--- src/rtl/adcf_pkg.sv ---
package adcf_pkg;
  // serial clock rises spent on the converter's lead before the MSB
  localparam int LEAD_RISES = 3;

  typedef enum logic [1:0] {
    SER_IDLE = 2'd0,
    SER_CONV = 2'd1,
    SER_TAIL = 2'd2
  } ser_state_t;
endpackage

--- src/rtl/adcf_tick.sv ---
module adcf_tick #(
  parameter int DIV = 2500
) (
  input  logic clk,
  input  logic rst_n,
  input  logic start_i,
  input  logic last_i,
  output logic tick_o,
  output logic armed_o,
  output logic accept_o
);
  localparam int CW = (DIV > 1) ? $clog2(DIV) : 1;

  logic [CW-1:0] cnt_q;
  logic          armed_q;
  logic          wrap_w;

  assign wrap_w   = (cnt_q == CW'(DIV - 1));
  assign accept_o = start_i && !armed_q;
  assign tick_o   = armed_q && wrap_w;
  assign armed_o  = armed_q;

  always_ff @(posedge clk or negedge rst_n) begin
    if (!rst_n) begin
      armed_q <= 1'b0;
      cnt_q   <= '0;
    end else if (accept_o) begin
      armed_q <= 1'b1;
      cnt_q   <= '0;
    end else if (last_i) begin
      armed_q <= 1'b0;
      cnt_q   <= '0;
    end else if (armed_q) begin
      cnt_q <= wrap_w ? '0 : cnt_q + 1'b1;
    end
  end

  // a start during a running frame leaves it running
  p_start_no_effect_r9: assert property (@(posedge clk) disable iff (!rst_n)
    armed_q && start_i && !last_i |=> armed_q);
  // arming only follows a start request
  p_arm_from_start_r2: assert property (@(posedge clk) disable iff (!rst_n)
    $rose(armed_q) |-> $past(start_i));
endmodule

--- src/rtl/adcf_serial.sv ---
module adcf_serial
  import adcf_pkg::*;
#(
  parameter int DATA_W = 16,
  parameter int HALF   = 8
) (
  input  logic              clk,
  input  logic              rst_n,
  input  logic              tick_i,
  input  logic              dout_i,
  output logic              sclk_o,
  output logic              cs_n_o,
  output logic              done_o,
  output logic [DATA_W-1:0] word_o
);
  localparam int HW    = (HALF > 1) ? $clog2(HALF) : 1;
  localparam int RISES = LEAD_RISES + DATA_W;
  localparam int RW    = $clog2(RISES + 1);

  ser_state_t        state_q;
  logic [HW-1:0]     hcnt_q;
  logic [RW-1:0]     rcnt_q;
  logic              sclk_q, cs_n_q, done_q;
  logic [DATA_W-1:0] shreg_q;

  // named internal events
  logic half_end_w, rise_w, cap_w, last_rise_w;
  assign half_end_w  = (hcnt_q == HW'(HALF - 1));
  assign rise_w      = (state_q == SER_CONV) && half_end_w && !sclk_q;
  assign cap_w       = rise_w && (rcnt_q >= RW'(LEAD_RISES));
  assign last_rise_w = rise_w && (rcnt_q == RW'(RISES - 1));

  always_ff @(posedge clk or negedge rst_n) begin
    if (!rst_n) begin
      state_q <= SER_IDLE;
      hcnt_q  <= '0;
      rcnt_q  <= '0;
      sclk_q  <= 1'b0;
      cs_n_q  <= 1'b1;
      done_q  <= 1'b0;
      shreg_q <= '0;
    end else begin
      done_q <= 1'b0;
      unique case (state_q)
        SER_IDLE: if (tick_i) begin
          state_q <= SER_CONV;
          cs_n_q  <= 1'b0;
          sclk_q  <= 1'b0;
          hcnt_q  <= '0;
          rcnt_q  <= '0;
        end
        SER_CONV: if (half_end_w) begin
          hcnt_q <= '0;
          sclk_q <= ~sclk_q;
          if (rise_w) rcnt_q <= rcnt_q + 1'b1;
          if (cap_w) shreg_q <= {shreg_q[DATA_W-2:0], dout_i};
          if (last_rise_w) state_q <= SER_TAIL;
        end else begin
          hcnt_q <= hcnt_q + 1'b1;
        end
        SER_TAIL: if (half_end_w) begin
          hcnt_q  <= '0;
          sclk_q  <= 1'b0;
          cs_n_q  <= 1'b1;
          done_q  <= 1'b1;
          state_q <= SER_IDLE;
        end else begin
          hcnt_q <= hcnt_q + 1'b1;
        end
        default: state_q <= SER_IDLE;
      endcase
    end
  end

  assign sclk_o = sclk_q;
  assign cs_n_o = cs_n_q;
  assign done_o = done_q;
  assign word_o = shreg_q;

  p_sclk_low_idle_r3: assert property (@(posedge clk) disable iff (!rst_n)
    cs_n_q |-> !sclk_q);
  p_conv_on_tick_r2: assert property (@(posedge clk) disable iff (!rst_n)
    $fell(cs_n_q) |-> $past(tick_i));
  p_tick_when_idle_r2: assert property (@(posedge clk) disable iff (!rst_n)
    tick_i |-> (state_q == SER_IDLE) && cs_n_q);
  p_done_ends_conv_r5: assert property (@(posedge clk) disable iff (!rst_n)
    done_q |-> cs_n_q && $past(!cs_n_q));
endmodule

--- src/rtl/adcf_index.sv ---
module adcf_index #(
  parameter int IDX_W  = 9,
  parameter int DATA_W = 16
) (
  input  logic              clk,
  input  logic              rst_n,
  input  logic              clear_i,
  input  logic              cap_done_i,
  input  logic [DATA_W-1:0] cap_word_i,
  output logic              last_o,
  output logic              wr_en_o,
  output logic [IDX_W-1:0]  wr_addr_o,
  output logic [DATA_W-1:0] wr_data_o,
  output logic              frame_done_o
);
  function automatic logic [IDX_W-1:0] rev_bits(input logic [IDX_W-1:0] v);
    logic [IDX_W-1:0] r;
    for (int i = 0; i < IDX_W; i++) r[i] = v[IDX_W-1-i];
    return r;
  endfunction

  logic [IDX_W-1:0] idx_q;
  logic             wr_last_q;

  assign last_o = cap_done_i && (idx_q == {IDX_W{1'b1}});

  always_ff @(posedge clk or negedge rst_n) begin
    if (!rst_n) begin
      idx_q        <= '0;
      wr_en_o      <= 1'b0;
      wr_addr_o    <= '0;
      wr_data_o    <= '0;
      wr_last_q    <= 1'b0;
      frame_done_o <= 1'b0;
    end else begin
      wr_en_o      <= cap_done_i;
      wr_last_q    <= last_o;
      frame_done_o <= wr_en_o && wr_last_q;
      if (clear_i) idx_q <= '0;
      else if (cap_done_i) idx_q <= idx_q + 1'b1;
      if (cap_done_i) begin
        wr_addr_o <= rev_bits(idx_q);
        wr_data_o <= cap_word_i;
      end
    end
  end

  p_wr_single_r6: assert property (@(posedge clk) disable iff (!rst_n)
    wr_en_o |=> !wr_en_o);
  p_addr_reversed_r7: assert property (@(posedge clk) disable iff (!rst_n)
    wr_en_o |-> rev_bits(wr_addr_o) == $past(idx_q));
  p_done_after_write_r8: assert property (@(posedge clk) disable iff (!rst_n)
    frame_done_o |-> $past(wr_en_o));
endmodule

--- src/rtl/adc_frame_capture.sv ---
module adc_frame_capture #(
  parameter int CLK_HZ    = 50_000_000,
  parameter int SAMPLE_HZ = 20_000,
  parameter int SCLK_HALF = 8,
  parameter int DATA_W    = 16,
  parameter int IDX_W     = 9
) (
  input  logic              clk,
  input  logic              rst_n,
  input  logic              start,
  input  logic              adc_dout,
  output logic              adc_sclk,
  output logic              adc_cs_n,
  output logic              wr_en,
  output logic [IDX_W-1:0]  wr_addr,
  output logic [DATA_W-1:0] wr_data,
  output logic              frame_done
);
  localparam int SAMPLE_DIV = CLK_HZ / SAMPLE_HZ;

  logic              tick_w, armed_w, accept_w, last_w, cap_done_w;
  logic [DATA_W-1:0] cap_word_w;

  adcf_tick #(.DIV(SAMPLE_DIV)) u_tick (
    .clk(clk), .rst_n(rst_n), .start_i(start), .last_i(last_w),
    .tick_o(tick_w), .armed_o(armed_w), .accept_o(accept_w)
  );

  adcf_serial #(.DATA_W(DATA_W), .HALF(SCLK_HALF)) u_serial (
    .clk(clk), .rst_n(rst_n), .tick_i(tick_w), .dout_i(adc_dout),
    .sclk_o(adc_sclk), .cs_n_o(adc_cs_n), .done_o(cap_done_w),
    .word_o(cap_word_w)
  );

  adcf_index #(.IDX_W(IDX_W), .DATA_W(DATA_W)) u_index (
    .clk(clk), .rst_n(rst_n), .clear_i(accept_w), .cap_done_i(cap_done_w),
    .cap_word_i(cap_word_w), .last_o(last_w), .wr_en_o(wr_en),
    .wr_addr_o(wr_addr), .wr_data_o(wr_data), .frame_done_o(frame_done)
  );

  // capture is halted when the done pulse appears
  p_halt_on_done_r8: assert property (@(posedge clk) disable iff (!rst_n)
    frame_done |-> !armed_w);
  // a conversion must fit in one sample period
  initial begin
    p_fits_period_r5: assert (SAMPLE_DIV > (2 * adcf_pkg::LEAD_RISES + 2 * DATA_W + 4) * SCLK_HALF);
  end
endmodule

--- config.mk ---
export PLATFORM = sky130hd
export DESIGN_NAME = adc_frame_capture
export DESIGN_NICKNAME = d
export VERILOG_FILES = /design/src/rtl/adcf_pkg.sv /design/src/rtl/adcf_tick.sv /design/src/rtl/adcf_serial.sv /design/src/rtl/adcf_index.sv /design/src/rtl/adc_frame_capture.sv
export SDC_FILE = /design/constraint.sdc
export NUM_CORES = 1
export LEC_CHECK = 0
export BUFFER_PORTS_ARGS = -buffer_cell sky130_fd_sc_hd__buf_2
export CAP_MARGIN = 25
export CORE_ASPECT_RATIO = 0.8
export CORE_MARGIN = 5
export CORE_UTILIZATION = 42
export DETAILED_ROUTE_END_ITERATION = 10
export GPL_TIMING_DRIVEN = 0
export PLACE_DENSITY = 0.6
export RECOVER_POWER = 50
export SYNTH_ARGS = -nofsm -noshare
export SYNTH_HDL_FRONTEND = slang
export SYNTH_SLANG_ARGS = --single-unit
--- constraint.sdc ---
create_clock -name clk -period 2.3 [get_ports clk]
set_input_delay 0.345 -clock clk [delete_from_list [all_inputs] [get_ports clk]]
set_output_delay 0.345 -clock clk [all_outputs]
set_load 0.03 [all_outputs]
After elaboration in Yosys (flattened, before gate mapping)
Index checks and enable logic that the tools add are counted.

word-level totals
  bits in registers = 79
  bits of input ports = 4
  output and inout bits = 29
  word-level logic and storage cells = 85

operators by class
  add/sub/neg operators = 4
  magnitude comparators = 1
  equality and inequality tests = 11
  mux-type cells = 28
  bitwise logic cells = 1
  reduce and logical (&&, ||, !) cells = 25

operators with widths
  cell                   count
  $mux 12                4
  $mux 9                 2
  $mux 5                 3
  $add 12x1->12 const B  1
  $eq 12x12->1 const B   1
  $reduce_and 4->1       3
  $pmux 5 s2             1
  $reduce_bool 2->1      5
  $add 9x1->9 const B    1
  $eq 9x9->1 const B     1
  $logic_and 1x1->1      8
  $mux 1                 8
  $mux 2                 4
  $ne 2x1->1 const B     4
  $mux 3                 2
  $pmux 2 s3             1
  $pmux 3 s2             1
  $reduce_and 3->1       2
  $reduce_bool 3->1      2
  $add 5x1->5 const B    1
  $eq 5x5->1 const B     1
  $ge 5x2->1 const B     1
  $add 3x1->3 const B    1
  $eq 3x3->1 const B     1
  other kinds (10)       11

Longest topological paths before layout
  depth in word-level cells = 7
  gate-level depth with buffers = 9
  depth with buffers taken out = 8

By module
Synthesis repeated with hierarchy kept, for this count alone.

second synthesis, totals
  cell total of the unflattened synthesis = 297
  area total of the unflattened synthesis = 3664.8 sq um

by module, submodules not included
  module       instances  cells an instance  area an instance (sq um)  sequential area each (sq um)
  adcf_index   1          101                1448.9                    925.9
  adcf_serial  1          113                1432.6                    726.9
  adcf_tick    1          83                 783.3                     325.3

Worst setup path before layout
OpenSTA, ideal clock, no wires.

  kind = register to register
  from = register u_serial.state_q[1]
  to = register u_serial.shreg_q[0], in the netlist u_serial.word_o[0]
  setup time = 0.125 ns
  data arrival time = 1.971 ns
  data required time = 2.175 ns
  setup slack = 0.204 ns
  cell stages (with the launch flop) = 8
  buffers on the path = 2
  period minus slack after synthesis = 2.096 ns
  path through = dfrtp_1 -> inv_1 -> ha_1 -> clkbuf_1 -> nand3b_1 -> a21oi_2 -> buf_2 -> mux2_2

on the way
  longest elaborated chain between the ends = 5

RTL lines
  what                                 RTL line                              source
  start, declared                      adcf_serial.sv:20                     ser_state_t state_q;
  start signal, assigned               adcf_serial.sv:35                     state_q <= SER_IDLE;
  start signal, assigned               adcf_serial.sv:46                     state_q <= SER_CONV;
  start signal, assigned               adcf_serial.sv:57                     if (last_rise_w) state_q <= SER_TAIL;
  $eq 2x1->1 *                         adcf_serial.sv:29, adcf_serial.sv:44
  $logic_and 1x1->1 (2 in a row)       adcf_serial.sv:29                     assign rise_w = (state_q == SER_CONV) && half_end_w && !sclk_q;
  $logic_and 1x1->1                    adcf_serial.sv:30                     assign cap_w = rise_w && (rcnt_q >= RW'(LEAD_RISES));
  $reduce_and 3->1 (no source line) *  n/a
  end signal, assigned                 adcf_serial.sv:56                     if (cap_w) shreg_q <= {shreg_q[DATA_W-2:0], dout_i};
  end, declared                        adcf_serial.sv:24                     logic [DATA_W-1:0] shreg_q;

Mark *: on every way between the ends. The rest lies on a longest branch, timed or not.
A chain may end at the register's enable or synchronous reset.

Worst setup path in the final report
  from = register u_serial.hcnt_q[0]
  to = register u_serial.shreg_q[14], in the netlist u_serial.word_o[14]

on the way
  longest elaborated chain between the ends = 5

RTL lines
  what                                 RTL line           source
  start, declared                      adcf_serial.sv:21  logic [HW-1:0] hcnt_q;
  start signal, assigned               adcf_serial.sv:59  hcnt_q <= hcnt_q + 1'b1;
  start signal, assigned               adcf_serial.sv:68  hcnt_q <= hcnt_q + 1'b1;
  $eq 3x3->1 *                         adcf_serial.sv:28  assign half_end_w = (hcnt_q == HW'(HALF - 1));
  $logic_and 1x1->1 (2 in a row)       adcf_serial.sv:29
  $logic_and 1x1->1                    adcf_serial.sv:30
  $reduce_and 3->1 (no source line) *  n/a

Marked as above.

==> impl_results.md <==
- Ratio of cells with drive above 1 in the final layout: 28.7%
- Slew Viols, Final: 0
- Fill count: 773
- Core area: 8520 um2
- Max FO, Critical Path: 10
- I/O pin total: 33
- Post-DRT Antenna Nets: 0
- CP Capture Type: register
- Mapped Area: 3700 um2
- CTS tree: done
- Gate Count Post-Synth: 308
- Sw Pwr: 594 uW
- CP cell instances: ha_1 -> ha_1 -> nand3b_1 -> a21oi_4 -> clkbuf_4 -> mux2_2
- Gpl congestion: 0.808
- Initial antenna violation count: 0
- Grt met3 use: 3.99%
- Switch share: 23.7%
- Yosys warning count: 0
- Dpl hpwl: 4.89 mm
- CTS Buf Count: 9
- Maxcap violations: 0
- Met2 usage: 21.4%
- Worst slew pin tran: 0.843 ns
- Via count: 2569
- Total chip power: 2500 uW
- Vias in the first global route: 2595
- # diodes: 0
- Post-Syn Area per Cell: 12.0 um2
- Clock power share: 42.1%
- DR pass1 iterations: 4
- Cell family with most CP delay: adder cells
- Reg2Reg Launch Point: u_serial.hcnt_q[0]$_DFFE_PN0P_
- Global-route wire length before repair: 12.8 mm
- DP Worst Slack: -0.177 ns
- Worst Hold Depth: 2
- Period utilization: 96.4%
- M1 GR Usage: 21.3%
- Yosys reg bits: 79
- Multi-input gate area in the final layout: 1640 um2
- Top area cells in the synthesized netlist: dfrtp_1 53%, mux2_2 13%, ha_1 4.4%
- Worst EP required: 2.54 ns
- Vias per cell: 5.45
- Hold Crit Class: input port to register
- Net Count, Synth: 325
- Crit path time final: 2.22 ns
- Most frequent cells in the layout: 78 x dfrtp_1, 43 x mux2_2, 23 x buf_2, 18 x nor2_1, 17 x clkbuf_1
- FMAX: 0.451 GHz
- # port buffers: 32
- Register Area: 1980 um2
- Netlist cell types: 53
- Layout Area Growth over Synthesis: 14.8%
- CP dominant cell by count: ha_1
- Initial cell density of the core: 43.4%
- Crit-path max cell delay: 0.41 ns
- Worst Setup Slack, final: 0.0822 ns
- Critical path startpoint: u_serial.hcnt_q[0]$_DFFE_PN0P_
- Crit path DAT: 2.46 ns
- Setup CP Type: register to register
- Final Non-Filler Cells: 471
- P_int: 1910 uW
- Synth top area share: 52.8%
- Combinational share of power: 1.8%
- Commonest non-fill, non-tap cell in the layout: dfrtp_1
- Seq/Total Area, Yosys: 53.5%
- Final hold vios: 0
- Nets: 372
- Die H: 93.9 um
- Total GRT Usage: 15.0%
- DP Cell Count: 453
- DRT Wirelength: 7.33 mm
- Outcome: complete, no violations
- CTS sink count: 79
- DRT iter0 DRCs: 124
- Drc violations: 0
- Clk_lat worst skew: 0.36 ns
- Clk slew on worst S/H paths: 0.08 ns
- Htree depth: 3
- Die area: 10800 um2
- Max-slew headroom: 43.8%
- Worst IR Drop VDD: 0.314 mV
- Slowest CP cell: dfrtp_1
- Layout Skew: 0.0128 ns
- Reg2Reg Depth: 6
- Largest net degree at the start of global routing: 48
- PwrDens: 590 nW/um2
- Setup violators final: 0
- Leak: 0.00200 uW
- Drt wl/cell: 15.6 um
- CP Buf/Inv Count: 1
- Row cnt: 30
- Root buffer cell: clkbuf_8
- Synth Flop Type: dfrtp_1
- Async S/R FF share, synth: 100%
- Layout Utilization: 49.8%
- CP Depth: 6
- Flop pwr share: 56.1%
- Worst hold start: adc_dout
- Area leader, netlist: dfrtp_1
- Critical Path Start Type: register
- Die Wd: 115 um
- Number of synthesized flops with an enable pin: 0
- Most used routing layer: met2
- Clk buf depth: 2
- Grt total ovfl: 0
## synthesized netlist by cell type (2+ instances only)
master / number
a31o_2: 2
a32oi_1: 3
ha_1: 13
or3_1: 4
nand3_1: 7
mux2i_1: 6
dfrtp_1: 78
nor2_1: 18
nand2b_1: 2
and4_1: 2
o21ai_0: 14
a22o_1: 3
o221ai_1: 3
inv_1: 11
clkbuf_1: 8
a21oi_1: 14
buf_2: 4
nor2b_1: 6
and3_1: 2
nand4_1: 7
mux2_4: 2
nand2_1: 12
xor2_1: 4
nor3_1: 5
a41oi_1: 2
and2_1: 4
o211ai_1: 2
a31oi_1: 3
mux2_2: 43
## repair_timing
| action | CTS | global route |
|---|---|---|
| resized for setup | 3 | 3 |
| hold buffers | 1 | 0 |
| endpoints found under the hold margin | 31 | 0 |
| buffers inserted | 0 | 5 |
| setup endpoints to repair | 13 | 15 |
| pin swaps | 0 | 0 |
## state kept, by name, summed over array words and instances, names as in the netlist
| register | flops |
|---|---|
| u_serial.done_o | 1 |
| u_index.frame_done_o | 1 |
| u_serial.sclk_o | 1 |
| u_tick.cnt_q | 12 |
| u_index.wr_last_q | 1 |
| u_serial.word_o | 16 |
| u_index.wr_addr_o | 9 |
| u_index.idx_q | 9 |
| u_tick.armed_o | 1 |
| u_serial.hcnt_q | 3 |
| u_index.wr_en_o | 1 |
| u_serial.state_q | 2 |
| u_serial.cs_n_o | 1 |
| u_index.wr_data_o | 16 |
| u_serial.rcnt_q | 5 |
## power groups by stage
stage | clock network, uW | logic [uW] | registers [uW]
floorplan | 0 | 11.7 | 1430
global placement | 0 | 44.2 | 1430
detailed placement | 0 | 52.0 | 1430
CTS | 1090 | 53.5 | 1400
global route | 1140 | 55.7 | 1410
finish | 1050 | 45.2 | 1400
## through the flow
step	TNS [ns]	hold WS [ns]	area, um2
floorplan	0	0.0494	3700
global placement	-1.91	0.383	4000
detailed placement	-1.68	0.344	4030
CTS	0	0.214	4240
global route	-0.0117	0.221	4250
finish	0	0.229	4250
## logic make-up after synthesis
| family | share of synthesized area [%] |
|---|---|
| DFF | 53.5 |
| and+or+nand+nor | 11.7 |
| AOI/OAI and AO/OA | 10.9 |
| muxes | 15.5 |
| buffers and inverters | 2.78 |
| adders and majority gates | 4.40 |
| xor gates and xnor gates | 1.18 |
## worst paths after layout
path,to,slack [ns]
min reg2reg,u_index.wr_en_o$_DFF_PN0_,0.40
max reg2reg,u_serial.word_o[14]$_DFFE_PN0P_,0.08
min,u_serial.word_o[0]$_DFFE_PN0P_,0.23
max in group asynchronous,u_serial.word_o[3]$_DFFE_PN0P_,0.48
min in group asynchronous,u_serial.hcnt_q[2]$_DFFE_PN0P_,0.62
max,u_serial.word_o[14]$_DFFE_PN0P_,0.08
## area by class of cell
class / count / share of cell area [%]
plain buffers: 11 / 1.24
flip-flops and latches: 79 / 46.6
clock inverters: 6 / 1.65
multi-input cells: 204 / 38.6
clock buffers: 9 / 2.92
repair buffers: 39 / 4.75
well taps: 112 / 3.30
inverters: 11 / 0.973
## layer usage
metal	vias up	part of all wire [%]
li1	1217	-
met1	1299	50
met2	42	44
met3	11	3.8
met4	0	1.5
met5	-	0
Power figures use the tool's default switching activity.
